## src/rtl/ptr_ins_pkg.sv

```systemverilog
package ptr_ins_pkg;

    localparam int BYTE_W = 8;

    typedef enum logic [1:0] {
        FM_NORMAL = 2'd0,
        FM_AIS    = 2'd1,
        FM_BADPTR = 2'd2
    } frame_mode_e;

    localparam logic [BYTE_W-1:0] H1_SONET  = 8'h62;
    localparam logic [BYTE_W-1:0] H1_SDH    = 8'h6A;
    localparam logic [BYTE_W-1:0] CONCAT_H1 = 8'h93;
    localparam logic [BYTE_W-1:0] H2_FIRST  = 8'h0A;
    localparam logic [BYTE_W-1:0] CONCAT_H2 = 8'hFF;
    localparam logic [BYTE_W-1:0] H3_IDLE   = 8'h00;
    localparam logic [BYTE_W-1:0] ALL_ONES  = 8'hFF;
    localparam logic [BYTE_W-1:0] BAD_PTR   = 8'h33;

endpackage

```

## src/rtl/ptr_frame_fsm.sv

```systemverilog
module ptr_frame_fsm
    import ptr_ins_pkg::*;
#(
    parameter int SLOT_W = 4
) (
    input  logic              clk,
    input  logic              rst_n,
    input  logic              slot_vld,
    input  logic [SLOT_W-1:0] slot_idx,
    input  logic              sdh_mode,
    input  logic              ais_force,
    input  logic              badptr_force,
    output frame_mode_e       cur_mode,
    output logic              cur_sdh
);

    frame_mode_e state_q, state_d, pick;
    logic        sdh_q;
    logic        frame_start;

    assign frame_start = slot_vld && (slot_idx == '0);

    // Control choice made at frame start
    always_comb begin
        if (ais_force)         pick = FM_AIS;
        else if (badptr_force) pick = FM_BADPTR;
        else                   pick = FM_NORMAL;
    end

    // Transitions: every state moves on a frame start, holds otherwise
    always_comb begin
        state_d = state_q;
        unique case (state_q)
            FM_NORMAL: if (frame_start) state_d = pick;
            FM_AIS:    if (frame_start) state_d = pick;
            FM_BADPTR: if (frame_start) state_d = pick;
            default:   state_d = FM_NORMAL;
        endcase
    end

    always_ff @(posedge clk) begin
        if (!rst_n) begin
            state_q <= FM_NORMAL;
            sdh_q   <= 1'b0;
        end else begin
            state_q <= state_d;
            if (frame_start) sdh_q <= sdh_mode;
        end
    end

    // The frame-start slot already uses the fresh choice
    always_comb begin
        cur_mode = frame_start ? state_d : state_q;
        cur_sdh  = frame_start ? sdh_mode : sdh_q;
    end

endmodule

```

## src/rtl/ptr_slot_lut.sv

```systemverilog
module ptr_slot_lut
    import ptr_ins_pkg::*;
#(
    parameter int SLOT_W    = 4,
    parameter int NUM_SLOTS = 9
) (
    input  logic [SLOT_W-1:0] slot_idx,
    input  frame_mode_e       mode,
    input  logic              sdh,
    output logic [BYTE_W-1:0] byte_o,
    output logic              in_range
);

    localparam logic [SLOT_W-1:0] LAST_SLOT = SLOT_W'(NUM_SLOTS - 1);

    logic [BYTE_W-1:0] normal_byte;

    assign in_range = (slot_idx <= LAST_SLOT);

    always_comb begin
        unique case (slot_idx)
            SLOT_W'(0): normal_byte = sdh ? H1_SDH : H1_SONET;
            SLOT_W'(1),
            SLOT_W'(2): normal_byte = CONCAT_H1;
            SLOT_W'(3): normal_byte = H2_FIRST;
            SLOT_W'(4),
            SLOT_W'(5): normal_byte = CONCAT_H2;
            default:    normal_byte = H3_IDLE;
        endcase
    end

    always_comb begin
        unique case (mode)
            FM_AIS:    byte_o = ALL_ONES;
            FM_BADPTR: byte_o = ((slot_idx == SLOT_W'(0)) || (slot_idx == SLOT_W'(3)))
                                ? BAD_PTR : normal_byte;
            default:   byte_o = normal_byte;
        endcase
    end

endmodule

```

## src/rtl/ptr_byte_inserter.sv

```systemverilog
module ptr_byte_inserter
    import ptr_ins_pkg::*;
#(
    parameter int SLOT_W    = 4,
    parameter int NUM_SLOTS = 9
) (
    input  logic              clk,
    input  logic              rst_n,
    input  logic              slot_vld,
    input  logic [SLOT_W-1:0] slot_idx,
    input  logic              sdh_mode,
    input  logic              ais_force,
    input  logic              badptr_force,
    output logic [BYTE_W-1:0] out_byte,
    output logic              out_vld
);

    frame_mode_e       mode;
    logic              sdh;
    logic [BYTE_W-1:0] lut_byte;
    logic              in_range;

    ptr_frame_fsm #(.SLOT_W(SLOT_W)) u_fsm (
        .clk          (clk),
        .rst_n        (rst_n),
        .slot_vld     (slot_vld),
        .slot_idx     (slot_idx),
        .sdh_mode     (sdh_mode),
        .ais_force    (ais_force),
        .badptr_force (badptr_force),
        .cur_mode     (mode),
        .cur_sdh      (sdh)
    );

    ptr_slot_lut #(.SLOT_W(SLOT_W), .NUM_SLOTS(NUM_SLOTS)) u_lut (
        .slot_idx (slot_idx),
        .mode     (mode),
        .sdh      (sdh),
        .byte_o   (lut_byte),
        .in_range (in_range)
    );

    always_ff @(posedge clk) begin
        if (!rst_n) begin
            out_byte <= '0;
            out_vld  <= 1'b0;
        end else begin
            out_vld <= slot_vld && in_range;
            if (slot_vld && in_range) out_byte <= lut_byte;
        end
    end

endmodule

```

## config.mk

```make
export PLATFORM = sky130hd
export DESIGN_NAME = ptr_byte_inserter
export DESIGN_NICKNAME = d
export VERILOG_FILES = /design/src/rtl/ptr_ins_pkg.sv /design/src/rtl/ptr_frame_fsm.sv /design/src/rtl/ptr_slot_lut.sv /design/src/rtl/ptr_byte_inserter.sv
export SDC_FILE = /design/constraint.sdc
export NUM_CORES = 1
export LEC_CHECK = 0
export ABC_CLOCK_PERIOD_IN_PS = 2440
export BUFFER_PORTS_ARGS = -buffer_cell sky130_fd_sc_hd__buf_2
export CAP_MARGIN = 20
export CORE_UTILIZATION = 49
export DETAILED_ROUTE_END_ITERATION = 8
export PLACE_DENSITY = 0.84
export SLEW_MARGIN = 20
export SYNTH_ARGS = -nofsm -noshare
export SYNTH_HDL_FRONTEND = slang
export SYNTH_SLANG_ARGS = --single-unit
```

## constraint.sdc

```tcl
create_clock -name clk -period 2.44 [get_ports clk]
set_input_delay 0.366 -clock clk [delete_from_list [all_inputs] [get_ports clk]]
set_output_delay 0.366 -clock clk [all_outputs]
set_load 0.02 [all_outputs]
```

==> flow_summary.yaml <==
status:
  status: "finished clean"
cts:
  post_cts_buffers: 0
  cts-resized-gates: 0
  cts_made_buffers: 3
  cts_sinks: 11
  cts.htree.levels: 1
  cts_tree: "built"
  clk_pin_slew_ns: 0.06
  holdBufCountCts: 0
  cts_buffer_depth: 2
  root_buffer: "clkbuf_4"
  clk_latency_ns: 0.27
critical_path:
  arrival_ns: 2.27
  reg2reg_depth: 8
  crit_start: "slot_idx[2]"
  startpoint_type: "input pin"
  r2r-end: "out_byte[1]$_SDFFE_PN0P_"
  end_kind: "flip-flop"
  r2r_start: "u_fsm.state_q[0]$_SDFF_PN0_"
  rrSetupSlack_ns: 0.55
  cp.required_ns: 2.61
  timing_worst_setup_path_type: "input pin to flip-flop"
  worstSetupEndpoint: "out_byte[1]$_SDFFE_PN0P_"
  path_max_fanout: 9
place:
  post-place-cells: 116
  globalplace.congestion: 0.913
  io_buffers: 18
  hpwl_um: 1150
  dp_slack_ns: 0.105
pwr:
  power_per_cell_area_nw_per_um2: 518
  p_int_mw: 0.288
  p_leak_nw: 0.353
  irDropWorstVdd_mv: 0.334
  p_switching_mw: 0.123
  p_sw_share_pct: 30.0
  pwr-share-comb_pct: 22.6
  power_frac_seq_pct: 47.3
  clkPwrFrac_pct: 30.0
final_layout:
  syn2layout_area_growth_pct: 19.4
  final_util_pct: 66.9
  nets: 119
  drive_above_1_share_pct: 29.2
  fill_cells: 105
  finalNonFillerCells: 120
  antennaDiodeCount: 0
routing:
  drc: 0
  wl_per_cell_um: 12.3
  wirelength_um: 1480
  vias: 655
  firstDrtPassIters: 6
  drtAntennaViolNets: 0
  vias_per_cell: 5.46
  drt_iter0_markers: 20
sta:
  min_period_over_period_pct: 85.8
  min_period_ns: 2.09
  hold_violations: 0
  setup_tns_ns: 0
  fin_ws_ns: 0.346
  tightest_slew_ns: 0.289
  rsz0062_at_grt: "false"
  setup_viol: 0
  hold_ws_ns: 0.354
  slew_headroom_pct: 80.7
  drv_slew: 0
  fmax_ghz: 0.477
  fin_skew_ns: 0.00687
die:
  die_y_um: 38.8
  ios: 19
  start_util_pct: 56.0
  die_w_um: 38.8
  dieArea_um2: 1510
  placement_rows: 12
  core_area_um2: 1190
min_path:
  min_path_type: "input pin to flip-flop"
synth:
  async_reset_ff_share_pct: 0
  ys_types: 29
  synth_seq_cells: 11
  synthesis.area_um2: 664
  synth_edf_count: 0
  synthFlopType: "dfxtp_1"
  yosysSeqAreaShare_pct: 33.1
  ys_warn_count: 0
  syn_inst: 84
  synth_area_per_cell_um2: 7.91
  syn_nets: 96
global_route:
  gr-total-overflow: 0
  grt_pass1_wl_um: 2430
  grt_pass1_vias: 546
  grt_max_degree: 16
  grt_usage_pct: 24.0
  grt_antenna_before_repair: 0
flow_run:
  cap_violations: 0
cells by family (layout without fill, tap and decap cells):
group	Yosys count	in the layout	synth area share (%)
AND/OR/NAND/NOR	32	32	24.9
AO/OA/AOI/OAI	30	30	28.3
flip-flops	11	11	33.1
buffers and inverters	7	29	6.97
adder cells (fa/ha/maj)	2	2	3.77
multiplexers	2	2	3.01
how the worst min path moves through the flow:
stage | startpoint | to | slack [ns] | cells past startpoint
after floorplan | u_fsm.sdh_q$_SDFF_PN0_ | u_fsm.sdh_q$_SDFF_PN0_ | 0.46 | 2
after global routing | sdh_mode | u_fsm.sdh_q$_SDFF_PN0_ | 0.36 | 3
final | sdh_mode | u_fsm.sdh_q$_SDFF_PN0_ | 0.35 | 3
after detailed placement | u_fsm.sdh_q$_SDFF_PN0_ | u_fsm.sdh_q$_SDFF_PN0_ | 0.49 | 2
after global placement | u_fsm.sdh_q$_SDFF_PN0_ | u_fsm.sdh_q$_SDFF_PN0_ | 0.47 | 2
after CTS | sdh_mode | u_fsm.sdh_q$_SDFF_PN0_ | 0.35 | 3
worst max-delay path: stages:
cell and delay [ns]:
buf_2 0.16, nor3_4 0.24, nand3_1 0.19, a21oi_1 0.19, nor2_1 0.06, ha_1 0.40
o21bai_1 0.15, a21oi_1 0.21, nor2_1 0.06, a211oi_1 0.24
per-stage QoR:
| stage | cell area (µm²) | total power, mW |
|---|---|---|
| final | 793 | 0.411 |
| after global routing | 793 | 0.439 |
| after CTS | 793 | 0.415 |
| after detailed placement | 767 | 0.291 |
| after global placement | 767 | 0.288 |
| after floorplan | 664 | 0.263 |
flip-flops by register name, indices dropped and copies added, names as in the netlist:
name and count:
out_vld 1, u_fsm.sdh_q 1, out_byte 7, u_fsm.state_q 2
synth_stat cells (all sizes together) (2+ instances only):
| master | instances | area, µm² |
|---|---|---|
| nor2b | 3 | 18.8 |
| dfxtp | 11 | 220 |
| o21ai | 10 | 57.6 |
| a21oi | 10 | 57.6 |
| a211oi | 2 | 15.0 |
| mux2i | 2 | 20.0 |
| inv | 3 | 11.3 |
| a31oi | 4 | 25.0 |
| ha | 2 | 25.0 |
| nor3 | 3 | 26.3 |
| or2 | 3 | 18.8 |
| nand2 | 2 | 7.51 |
| and2 | 2 | 12.5 |
| nor2 | 15 | 56.3 |
| buf | 4 | 35.0 |
power groups by stage:
stage	clock, mW	sequential (mW)	combinational, mW
after floorplan	0	0.209	0.0533
after global placement	0	0.198	0.0902
after detailed placement	0	0.199	0.0924
after CTS	0.127	0.195	0.0927
after global routing	0.140	0.196	0.103
final	0.124	0.195	0.0931
routing by layer:
| layer | GRT usage [%] | vias to the layer above | share of wire [%] |
|---|---|---|---|
| met3 | 6.94 | 2 | 5.1 |
| met5 | 0 | - | 0 |
| met4 | 10.3 | 0 | 0.95 |
| li1 | - | 345 | - |
| met1 | 31.7 | 282 | 45 |
| met2 | 35.8 | 26 | 49 |
layout by cell type (no fill, tap or decap), drive strengths merged:
master / instances
buf: 22
nor2: 15
dfxtp: 11
a21oi: 10
o21ai: 10
a31oi: 4
clkbuf: 4
inv: 3
nor2b: 3
or2: 3
nor3: 3
nand2: 2
a211oi: 2
and2: 2
mux2i: 2
ha: 2
nand3: 1
o21a: 1
o21bai: 1
o2111ai: 1
nor4: 1
nand3b: 1
nand2b: 1
o211ai: 1
cell type report:
type / instances / area [µm²] / area share, %
inverter: 3 / 11.3 / 1.42
timing repair buffer: 22 / 120 / 15.1
multi-input combinational: 66 / 398 / 50.2
clock buffer: 4 / 26.3 / 3.31
sequential: 11 / 220 / 27.8
tap: 14 / 17.5 / 2.21
Note: power is estimated with default switching activity, not from simulation.
